<file path="src/rtl/nes_pkg.sv">
package nes_pkg;
    typedef enum logic [2:0] {
        S_IDLE, S_SETUP, S_ROW, S_CONF, S_PCMD, S_PRD, S_SCMD, S_SRD
    } state_e;

    localparam logic [7:0] OP_ERASE_SETUP = 8'h60;
    localparam logic [7:0] OP_ERASE_GO    = 8'hD0;
    localparam logic [7:0] OP_STATUS      = 8'h70;

    localparam int RDY_BIT  = 6;
    localparam int FAIL_BIT = 0;

    localparam logic [1:0] RES_OK      = 2'd0;
    localparam logic [1:0] RES_TIMEOUT = 2'd1;
    localparam logic [1:0] RES_RANGE   = 2'd2;
endpackage

</file>
<file path="src/rtl/nes_row_fmt.sv">
module nes_row_fmt #(
    parameter int PAGE_W = 32
) (
    input  logic              large_page,
    input  logic [2:0]        addr_cycles,
    input  logic [PAGE_W-1:0] page,
    input  logic [1:0]        sel,
    output logic [2:0]        nbytes,
    output logic [7:0]        row_byte
);
    localparam int PAD_W = 32;

    logic [PAD_W-1:0] page_pad;
    assign page_pad = PAD_W'(page);

    always_comb begin
        if (large_page) begin
            nbytes = (addr_cycles >= 3'd5) ? 3'd3 : 3'd2;
        end else if (addr_cycles >= 3'd5) begin
            nbytes = 3'd4;
        end else if (addr_cycles >= 3'd4) begin
            nbytes = 3'd3;
        end else begin
            nbytes = 3'd2;
        end
    end

    assign row_byte = page_pad[8*sel +: 8];
endmodule

</file>
<file path="src/rtl/nes_wait_timer.sv">
module nes_wait_timer #(
    parameter int DIV_W     = 16,
    parameter int TMO_LIMIT = 1000
) (
    input  logic             clk,
    input  logic             rst_n,
    input  logic             clr,
    input  logic             run,
    input  logic [DIV_W-1:0] div,
    output logic             expired
);
    localparam int CNT_W = $clog2(TMO_LIMIT + 1);

    typedef struct packed {
        logic [DIV_W-1:0] pre;
        logic [CNT_W-1:0] cnt;
    } tmr_t;

    tmr_t tmr_d, tmr_q;

    always_comb begin
        tmr_d = tmr_q;
        if (clr) begin
            tmr_d = '0;
        end else if (run) begin
            if (tmr_q.pre == div) begin
                tmr_d.pre = '0;
                if (tmr_q.cnt != CNT_W'(TMO_LIMIT)) tmr_d.cnt = tmr_q.cnt + 1'b1;
            end else begin
                tmr_d.pre = tmr_q.pre + 1'b1;
            end
        end
    end

    always_ff @(posedge clk) begin
        if (!rst_n) tmr_q <= '0;
        else        tmr_q <= tmr_d;
    end

    assign expired = (tmr_q.cnt == CNT_W'(TMO_LIMIT));
endmodule

</file>
<file path="src/rtl/nand_erase_seq.sv">
module nand_erase_seq #(
    parameter int BLK_W     = 12,
    parameter int PAGE_W    = 32,
    parameter int SHIFT_W   = 4,
    parameter int DIV_W     = 16,
    parameter int DATA_W    = 16,
    parameter int TMO_LIMIT = 1000
) (
    input  logic               clk,
    input  logic               rst_n,
    input  logic               start,
    input  logic [BLK_W-1:0]   first_blk,
    input  logic [BLK_W-1:0]   last_blk,
    input  logic [BLK_W:0]     blk_count,
    input  logic               large_page,
    input  logic [2:0]         addr_cycles,
    input  logic [SHIFT_W-1:0] ppb_shift,
    input  logic [DIV_W-1:0]   tick_div,
    output logic               busy,
    output logic               done,
    output logic [1:0]         result,
    output logic               blk_ok,
    output logic               blk_bad,
    output logic [BLK_W-1:0]   blk_idx,
    output logic               nd_cmd_we,
    output logic               nd_addr_we,
    output logic               nd_rd,
    output logic [7:0]         nd_io,
    input  logic [DATA_W-1:0]  nd_io_in
);
    import nes_pkg::*;

    typedef struct packed {
        state_e             st;
        logic [BLK_W-1:0]   blk;
        logic [BLK_W-1:0]   last;
        logic [PAGE_W-1:0]  page;
        logic [1:0]         sel;
        logic               lp;
        logic [2:0]         cyc;
        logic [SHIFT_W-1:0] shift;
        logic               ok;
        logic               bad;
        logic [BLK_W-1:0]   idx;
        logic               done;
        logic [1:0]         res;
    } seq_t;

    seq_t s_d, s_q;

    logic [2:0] row_n;
    logic [7:0] row_byte;
    logic       tmo_hit;
    logic       st_ready;
    logic       st_fail;
    logic       unused_bits;

    assign st_ready    = nd_io_in[RDY_BIT];
    assign st_fail     = nd_io_in[FAIL_BIT];
    assign unused_bits = ^{nd_io_in[DATA_W-1:7], nd_io_in[5:1]};

    nes_row_fmt #(.PAGE_W(PAGE_W)) u_row (
        .large_page (s_q.lp),
        .addr_cycles(s_q.cyc),
        .page       (s_q.page),
        .sel        (s_q.sel),
        .nbytes     (row_n),
        .row_byte   (row_byte)
    );

    nes_wait_timer #(.DIV_W(DIV_W), .TMO_LIMIT(TMO_LIMIT)) u_tmr (
        .clk    (clk),
        .rst_n  (rst_n),
        .clr    (s_q.st == S_CONF),
        .run    (s_q.st == S_PCMD || s_q.st == S_PRD),
        .div    (tick_div),
        .expired(tmo_hit)
    );

    always_comb begin
        s_d      = s_q;
        s_d.ok   = 1'b0;
        s_d.bad  = 1'b0;
        s_d.done = 1'b0;
        unique case (s_q.st)
            S_IDLE: begin
                if (start) begin
                    if ({1'b0, last_blk} >= blk_count || first_blk > last_blk) begin
                        s_d.done = 1'b1;
                        s_d.res  = RES_RANGE;
                    end else begin
                        s_d.st    = S_SETUP;
                        s_d.blk   = first_blk;
                        s_d.last  = last_blk;
                        s_d.lp    = large_page;
                        s_d.cyc   = addr_cycles;
                        s_d.shift = ppb_shift;
                        s_d.page  = PAGE_W'(first_blk) << ppb_shift;
                    end
                end
            end
            S_SETUP: begin
                s_d.st  = S_ROW;
                s_d.sel = '0;
            end
            S_ROW: begin
                if ({1'b0, s_q.sel} == row_n - 3'd1) s_d.st = S_CONF;
                else                                 s_d.sel = s_q.sel + 1'b1;
            end
            S_CONF: s_d.st = S_PCMD;
            S_PCMD: s_d.st = S_PRD;
            S_PRD: begin
                if (st_ready) begin
                    s_d.st = S_SCMD;
                end else if (tmo_hit) begin
                    s_d.st   = S_IDLE;
                    s_d.done = 1'b1;
                    s_d.res  = RES_TIMEOUT;
                end else begin
                    s_d.st = S_PCMD;
                end
            end
            S_SCMD: s_d.st = S_SRD;
            S_SRD: begin
                s_d.idx = s_q.blk;
                s_d.bad = st_fail;
                s_d.ok  = !st_fail;
                if (s_q.blk == s_q.last) begin
                    s_d.st   = S_IDLE;
                    s_d.done = 1'b1;
                    s_d.res  = RES_OK;
                end else begin
                    s_d.st   = S_SETUP;
                    s_d.blk  = s_q.blk + 1'b1;
                    s_d.page = PAGE_W'(s_d.blk) << s_q.shift;
                end
            end
            default: s_d.st = S_IDLE;
        endcase
    end

    always_ff @(posedge clk) begin
        if (!rst_n) begin
            s_q    <= '0;
            s_q.st <= S_IDLE;
        end else begin
            s_q <= s_d;
        end
    end

    always_comb begin
        nd_cmd_we  = 1'b0;
        nd_addr_we = 1'b0;
        nd_rd      = 1'b0;
        nd_io      = 8'h00;
        case (s_q.st)
            S_SETUP: begin nd_cmd_we = 1'b1; nd_io = OP_ERASE_SETUP; end
            S_ROW:   begin nd_addr_we = 1'b1; nd_io = row_byte; end
            S_CONF:  begin nd_cmd_we = 1'b1; nd_io = OP_ERASE_GO; end
            S_PCMD,
            S_SCMD:  begin nd_cmd_we = 1'b1; nd_io = OP_STATUS; end
            S_PRD,
            S_SRD:   nd_rd = 1'b1;
            default: ;
        endcase
    end

    assign busy    = (s_q.st != S_IDLE);
    assign done    = s_q.done;
    assign result  = s_q.res;
    assign blk_ok  = s_q.ok;
    assign blk_bad = s_q.bad;
    assign blk_idx = s_q.idx;
endmodule

</file>
<file path="config.mk">
export PLATFORM = sky130hd
export DESIGN_NAME = nand_erase_seq
export DESIGN_NICKNAME = d
export VERILOG_FILES = /design/src/rtl/nes_pkg.sv /design/src/rtl/nes_row_fmt.sv /design/src/rtl/nes_wait_timer.sv /design/src/rtl/nand_erase_seq.sv
export SDC_FILE = /design/constraint.sdc
export NUM_CORES = 1
export LEC_CHECK = 0
export ABC_AREA = 1
export BUFFER_PORTS_ARGS = -buffer_cell sky130_fd_sc_hd__buf_2
export CAP_MARGIN = 20
export CELL_PAD_IN_SITES_DETAIL_PLACEMENT = 1
export CELL_PAD_IN_SITES_GLOBAL_PLACEMENT = 1
export CORE_ASPECT_RATIO = 1.5
export CORE_UTILIZATION = 40
export DETAILED_ROUTE_END_ITERATION = 6
export HOLD_SLACK_MARGIN = 0.1
export PLACE_DENSITY_LB_ADDON = 0.15
export REMOVE_ABC_BUFFERS = 1
export SKIP_LAST_GASP = 1
export SLEW_MARGIN = 20
export SYNTH_ARGS = -nofsm -noshare
export SYNTH_HDL_FRONTEND = slang
export SYNTH_HIERARCHICAL = 1
export SYNTH_SLANG_ARGS = --single-unit
</file>
<file path="constraint.sdc">
create_clock -name clk -period 2.6 [get_ports clk]
set_input_delay 0.52 -clock clk [delete_from_list [all_inputs] [get_ports clk]]
set_output_delay 0.52 -clock clk [all_outputs]
set_load 0.01 [all_outputs]
</file>
After elaboration in Yosys (flattened, before gate mapping)
Index checks and enable logic that the tools add are counted.
{"block": "totals", "elab_cells": 97, "input_bits": 80, "output_inout_bits": 29, "register_bits": 112}
{"block": "classes", "muxes": 28, "n_bitwise": 2, "n_lt_le_gt_ge": 4, "add_sub_neg": 5, "n_shift": 3, "n_eq_ne": 21, "reduce_logical": 19}
{"cell": "$mux 59", "count": 2}
{"cell": "$pmux 32 s2", "count": 1}
{"cell": "$shl 12x4->32", "count": 2}
{"cell": "$mux 32", "count": 1}
{"cell": "$pmux 8 s4", "count": 1}
{"cell": "$shiftx 32x6->8", "count": 1}
{"cell": "$mux 3", "count": 10}
{"cell": "$pmux 12 s2", "count": 1}
{"cell": "$pmux 3 s8", "count": 1}
{"cell": "$ne 2x2->1 const B", "count": 9}
{"cell": "$add 16x1->16 const B", "count": 1}
{"cell": "$eq 16x16->1", "count": 1}
{"cell": "$mux 16", "count": 1}
{"cell": "$ge 12x13->1", "count": 1}
{"cell": "$add 12x1->12 const B", "count": 1}
{"cell": "$eq 12x12->1", "count": 1}
{"cell": "$eq 3x3->1 const B", "count": 4}
{"cell": "$gt 12x12->1", "count": 1}
{"cell": "$mux 12", "count": 1}
{"cell": "$add 10x1->10 const B", "count": 1}
{"cell": "$eq 10x10->1 const B", "count": 1}
{"cell": "$ne 10x10->1 const B", "count": 1}
{"cell": "$pmux 3 s3", "count": 1}
{"cell": "$reduce_and 3->1", "count": 3}
{"cell": "other kinds (20)", "count": 34}

Longest topological paths before layout
Gate-level depths: netlist (run 1).
{"block": "logic_depth", "depth_word": 8, "depth_mapped": 17, "depth_no_buf": 16}

Cells and area by module
Netlist (run 1), hierarchy kept.
{"module": "nand_erase_seq", "n_inst": 1, "area_each_um2": 6228.5, "cells_each": 1068}
{"module": "nes_wait_timer", "n_inst": 1, "area_each_um2": 1831.8, "cells_each": 303}
{"module": "nes_row_fmt", "n_inst": 1, "area_each_um2": 407.9, "cells_each": 93}

Least setup slack after synthesis (run 1)
No wires, ideal clock.
{"block": "synth_timing", "path_kind": "input to register", "from": "input blk_count[8]", "to": "register s_q[27] (netlist bit)", "setup_slack_ps": 491, "n_path_buf": 2, "arrival_time_ps": 1996, "cell_stages": 16, "t_required_ps": 2487, "path_cell_list": "inv_1 ha_1 nand2_1 inv_1 nand2_1 nand2_1 a21oi_1 nand2_1 nor2_2 nand3_4 nand2_2 nand2_2 buf_6 buf_6 nor2_1 nor2_1"}
{"block": "synth_via", "elab_chain_len": 4}
{"item": "from (decl)", "line_no": "nand_erase_seq.sv:14", "source": "input logic [BLK_W:0] blk_count,"}
{"item": "$ge 12x13->1", "line_no": "nand_erase_seq.sv:88", "source": "if ({1'b0, last_blk} >= blk_count || first_blk > last_blk) begin"}
{"item": "$logic_or 1x1->1", "line_no": "nand_erase_seq.sv:88"}
{"item": "$ne 2x2->1 (no line)"}
{"item": "$reduce_and 4->1 (no line)"}
{"item": "to (decl)", "line_no": "nand_erase_seq.sv:49", "source": "seq_t s_d, s_q;"}
Every way passes these cells.
A chain may end at the register's enable or synchronous reset.

Worst setup path in the final report (run 1)
{"block": "layout_timing", "from": "register s_q[25] (netlist bit)", "to": "output nd_io[7]"}
{"block": "layout_via", "elab_chain_len": 2}
{"item": "$shiftx 32x6->8", "line_no": "nes_row_fmt.sv:28", "source": "assign row_byte = page_pad[8*sel +: 8];"}
{"item": "named net row_byte[7]", "line_no": "nand_erase_seq.sv:52", "source": "logic [7:0] row_byte;"}
{"item": "$pmux 8 s4", "line_no": "nand_erase_seq.sv:156", "source": "case (s_q.st)"}
{"item": "to (decl)", "line_no": "nand_erase_seq.sv:28", "source": "output logic [7:0] nd_io,"}
The timed path passes the listed nets, and every way through them passes these cells.

==> results.cfg, run 1 <==
[run_status]
status = finished, final reports clean

[setup_path]
crit_type = reg -> out
cp_max_fo = 16
r2r_cells = 12
r2r-end = s_q[48]
r2r_slack_ns = 0.36
worstPathRequired_ns = 2.08
cp_data_arrival_time_ns = 1.92
reg2reg_from = s_q[71]
start_kind = register
crit_path_end_kind = output port

[timing]
setup_viol = 0
rsz0062_at_grt = false
hold_viol_final = 0
fin_skew_ns = 0.0106
relSlewSlack_pct = 64.4
setup_slack_ns = 0.163
max_slew.worst_pin.slew_ns = 0.534
fin_crit_sh_pct = 93.7
period_minus_slack_ns = 2.44
fmax_mhz = 410
drv_slew = 0

[detailed_routing]
first_pass_iters = 4
vias_per_cell = 5.14
num_vias = 9347
wl_per_cell_um = 15.4
detail-route-antenna-nets = 0
routed_wl_um = 28000
dr.first_iter.drc_count = 314
drc = 0

[clock_tree]
numCtsBuffers = 9
holdBufCountCts = 0
cts_tree = built
cts_root_buf = clkbuf_16
h-tree-depth = 3
clk_pin_slew_ns = 0.08
insertion_delay_ns = 0.37
cts_setup_buffers = 0
cts_sinks = 107
cts_buffer_depth = 2
post_cts_resized = 0

[global_routing]
first_global_vias = 9452
grt_antenna_before_repair = 0
grt_max_degree = 54
grt-ovfl-total = 0
grt_pass1_wl_um = 46200
grt_usage_pct = 26.9

[min_path]
hold_end = blk_ok
hp-start = nd_io_in[0]
worstHoldPathCells = 2
hold_class = in -> reg

[floorplanning]
initial_core_util_pct = 41.1
core_area_sq_um = 20600
pin_count = 109
die_w_um = 121
die-area_sq_um = 21800
num_rows = 64
die_h_um = 180

[finish]
final_cell_area_sq_um = 9540
area_growth_pct = 12.7
drive_gt1_share_pct = 12.7
nNetsFinal = 1659
n_antenna_cell = 0

[synth]
syn_inst = 1464
netlist_area_sq_um = 8470
yosysUniqueCellTypes = 45
ys_ff_latch = 107
seq_area_frac_synth_pct = 25.3
async_flop_share_pct = 0
ys.flop_type = dfxtp_1
postSynthAreaPerCell_sq_um = 5.78
synth_edf_count = 0
synth.yosys.warnings = 6

[pwr]
peakVddDrop_mv = 0.369
power_leakage_nw = 4.69
p_per_area_nw_per_um2 = 739

[placed_design]
dp_slack_ns = -0.0837
globalplace.congestion = 0.889
port_buffers = 94
place_area_sq_um = 9240
dp_hpwl_um = 22600

[run]
cap_violations = 0
Yosys cell counts, types with 6 or more instances:
master | n | area [sq um]
ha_1 | 31 | 388
inv_2 | 12 | 45.0
a21oi_1 | 57 | 285
clkinv_1 | 6 | 22.5
nand3_1 | 171 | 856
nand2_1 | 457 | 1720
dfxtp_1 | 107 | 2140
inv_1 | 172 | 646
xor2_1 | 18 | 158
buf_4 | 17 | 128
clkbuf_1 | 22 | 82.6
nor2_1 | 197 | 739
buf_6 | 8 | 90.1
or2_1 | 6 | 37.5
nand4_1 | 35 | 219
o21ai_0 | 48 | 240
nor3_1 | 15 | 75.1
buf_2 | 18 | 90.1
nor2_2 | 11 | 68.8
o22ai_1 | 6 | 37.5
placed cells by master, fill, tap and decap left out, types with 9 or more instances in the layout:
cell / netlist / routed
a21oi_1: 57 / 57
buf_2: 18 / 94
buf_4: 17 / 42
clkbuf_16: 0 / 9
dfxtp_1: 107 / 107
ha_1: 31 / 31
inv_1: 172 / 172
inv_2: 12 / 12
nand2_1: 457 / 457
nand3_1: 171 / 171
nand4_1: 35 / 35
nor2_1: 197 / 197
nor2_2: 11 / 11
nor3_1: 15 / 15
o21ai_0: 48 / 48
xor2_1: 18 / 18
logic make-up (layout without fill, tap and decap cells):
logic type / after synthesis / after routing / share of synthesized area, %
buf+inv: 260 / 345 / 13.4
compound gates: 120 / 120 / 7.46
flops: 107 / 107 / 25.3
fa+ha+maj: 31 / 31 / 4.58
other cells: 1 / 5 / 0.0443
simple gates: 923 / 923 / 46.9
xor+xnor: 22 / 22 / 2.28
per-layer routing:
layer / global-route usage (%) / wire (um) / up-vias
met5: 0 / 0 / -
met4: 13.9 / 1310 / 0
met3: 2.94 / 679 / 62
met2: 51.5 / 14900 / 160
met1: 28.1 / 11100 / 4362
li1: - / - / 4763
cell type report:
| type | count | area, sq um |
|---|---|---|
| flip-flops and latches | 107 | 2140 |
| well taps | 264 | 330 |
| multi-input cells | 1101 | 5210 |
| clock inverters | 7 | 78.8 |
| clock buffers | 9 | 225 |
| repair buffers | 139 | 846 |
| fillers | 3009 | 11000 |
| inverters | 190 | 713 |
state kept, by name, indices dropped and copies added, names as in the netlist:
signal and cells:
result 2, blk_bad 1, done 1, u_tmr/tmr_q 26
blk_ok 1, blk_idx 12, s_q 64
how the worst max path moves through the flow:
| stage | from | end | slack, ns |
|---|---|---|---|
| floorplan | s_q[83] | s_q[52] | -0.42 |
| global placement | last_blk[11] | s_q[52] | -0.03 |
| detailed placement | last_blk[11] | s_q[76] | -0.08 |
| CTS | s_q[25] | nd_io[7] | 0.13 |
| global route | s_q[25] | nd_io[7] | 0.03 |
| finish | s_q[25] | nd_io[7] | 0.16 |
where the power goes:
| group | total, mW | switching [mW] | internal, mW |
|---|---|---|---|
| logic | 3.32 | 2.14 | 1.18 |
| registers | 2.27 | 0.297 | 1.98 |
| clock network | 1.45 | 0.766 | 0.688 |
| total | 7.05 | 3.21 | 3.85 |
through the flow:
| stage | util (%) | std cells | power (mW) | hold slack [ns] | TNS, ns |
|---|---|---|---|---|---|
| after floorplan | - | 1398 | 4.44 | 0.449 | -19.30 |
| after global placement | 44.9 | 1801 | 5.53 | 0.460 | -0.138 |
| after detailed placement | 44.9 | 1801 | 5.65 | 0.464 | -1.36 |
| after CTS | 46.4 | 1817 | 7.13 | 0.296 | 0 |
| after global routing | 46.4 | 1817 | 7.67 | 0.305 | 0 |
| final | 46.4 | 1817 | 7.05 | 0.310 | 0 |
critical path, cell delays in order (launching register included):
cell and delay (ns):
dfxtp_1 0.66, buf_4 0.25, or2_0 0.11, nand3_1 0.07, nand2_1 0.11, nand2_1 0.06, o21ai_0 0.10, buf_2 0.19
No activity file was read; power rests on OpenSTA's default activity.
==> run 2: changes to the inputs <==
--- a/config.mk
+++ b/config.mk
@@ -6,7 +6,7 @@
 export NUM_CORES = 1
 export LEC_CHECK = 0
 export ABC_AREA = 1
-export BUFFER_PORTS_ARGS = -buffer_cell sky130_fd_sc_hd__buf_2
+export BUFFER_PORTS_ARGS = -buffer_cell sky130_fd_sc_hd__buf_4
 export CAP_MARGIN = 20
 export CELL_PAD_IN_SITES_DETAIL_PLACEMENT = 1
 export CELL_PAD_IN_SITES_GLOBAL_PLACEMENT = 1
==> results.cfg, run 2 (same netlist as run 1, synthesis figures left out) <==
[clock_tree]
h-tree-depth = 3
numCtsBuffers = 9
cts_sinks = 107
post_cts_resized = 0
clk_pin_slew_ns = 0.08
holdBufCountCts = 0
insertion_delay_ns = 0.37
cts_setup_buffers = 0
cts_root_buf = clkbuf_16
cts_buffer_depth = 2
cts_tree = built

[timing]
max_slew.worst_pin.slew_ns = 0.957
fin_crit_sh_pct = 91.5
period_minus_slack_ns = 2.38
rsz0062_at_grt = false
setup_slack_ns = 0.222
setup_viol = 0
hold_viol_final = 0
fmax_mhz = 421
fin_skew_ns = 0.00919
relSlewSlack_pct = 36.0
drv_slew = 0

[finish]
n_antenna_cell = 0
area_growth_pct = 14.2
largest_reg_flops = 64
drive_gt1_share_pct = 12.1
final_common_cell = nand2_1
fin_util_pct = 47.0
layout_common_cells = nand2_1, nor2_1, inv_1
top_register = s_q
instances_no_fill = 1805
nNetsFinal = 1647

[pwr]
power_leakage_nw = 4.67
peakVddDrop_mv = 0.344
finalPower_mw = 7.04
p_per_area_nw_per_um2 = 728

[detailed_routing]
first_pass_iters = 4
dr.first_iter.drc_count = 356
num_vias = 9344
vias_per_cell = 5.18
wl_per_cell_um = 15.3
routed_wl_um = 27600
detail-route-antenna-nets = 0
drc = 0

[floorplanning]
num_rows = 64
core_area_sq_um = 20600
die-area_sq_um = 21800
pin_count = 109
die_w_um = 121
die_h_um = 180
initial_core_util_pct = 41.1

[global_routing]
grt_usage_pct = 26.4
grt_antenna_before_repair = 0
top_usage_layer = met2
grtUsageMet1_pct = 27.8
grtUsageMet2_pct = 50.0
gr-usage-met3_pct = 2.72
first_global_vias = 9324
grt_max_degree = 54
grt_pass1_wl_um = 45200
grt-ovfl-total = 0

[setup_path]
endpoint = nd_io[5]
worstPathRequired_ns = 2.08
reg2reg_from = s_q[71]
crit_type = reg -> out
r2r_cells = 12
r2r_slack_ns = 0.37
cp_data_arrival_time_ns = 1.86
start_kind = register
crit_path_end_kind = output port
r2r-end = s_q[37]
cp_max_fo = 7
critPathLaunch = s_q[83]

[run_status]
status = finished, final reports clean

[placed_design]
port_buffers = 94
dp_hpwl_um = 22100
placed_cells = 1789
dp_slack_ns = -0.0382
globalplace.congestion = 0.914

[run]
cap_violations = 0

[min_path]
hold_class = in -> reg
## run 2: cell types whose count changed in the layout (fill, tap and decap cells not counted), sizes merged
| cell | delta |
|---|---|
| clkinvlp | +2 |
| buf | -12 |
| inv | -2 |
## run 2: worst min path at each step
| stage | from | end | slack [ns] | cells past startpoint |
|---|---|---|---|---|
| floorplan | s_q[63] | s_q[63] | 0.45 | 2 |
| global placement | s_q[62] | s_q[62] | 0.46 | 2 |
| detailed placement | s_q[64] | s_q[64] | 0.47 | 2 |
| CTS | nd_io_in[0] | blk_ok | 0.30 | 2 |
| global route | nd_io_in[0] | blk_ok | 0.30 | 2 |
| finish | nd_io_in[0] | blk_ok | 0.31 | 2 |
## run 2: through the flow
step	TNS [ns]	cell area [sq um]	hold slack (ns)
after CTS	0	9670	0.298
after global routing	0	9670	0.300
after floorplan	-19.30	8060	0.449
after global placement	0	9390	0.461
final	0	9670	0.314
after detailed placement	-0.124	9390	0.468
## run 2: cell type report
class                           instances  area (sq um)
Clock inverter                          7          60.1
Inverter                              190           713
Fill cell                            2899         10900
Multi-Input combinational cell       1101          5210
Timing Repair Buffer                  127           991
Sequential cell                       107          2140
Clock buffer                            9           225
Tap cell                              264           330
## run 2: report_power, final
group | leakage (nW) | switching, mW | internal [mW] | total [mW]
registers | 0.871 | 0.285 | 1.98 | 2.26
logic | 3.66 | 2.18 | 1.23 | 3.41
clock network | 0.135 | 0.703 | 0.667 | 1.37
total | 4.67 | 3.16 | 3.88 | 7.04
## run 2: worst max-delay path, stage by stage, from the launching register on
cell	delay (ns)
dfxtp_1	0.49
inv_1	0.13
nor2_1	0.19
inv_1	0.09
nor2_1	0.28
a211o_1	0.18
buf_4	0.13
## run 2: layer usage
layer | vias to the layer above | share of wire (%) | routed length [um]
met4 | 0 | 4.8 | 1330
met5 | - | 0 | 0
met1 | 4370 | 39 | 10700
met3 | 65 | 2.8 | 765
met2 | 175 | 54 | 14800
li1 | 4734 | - | -
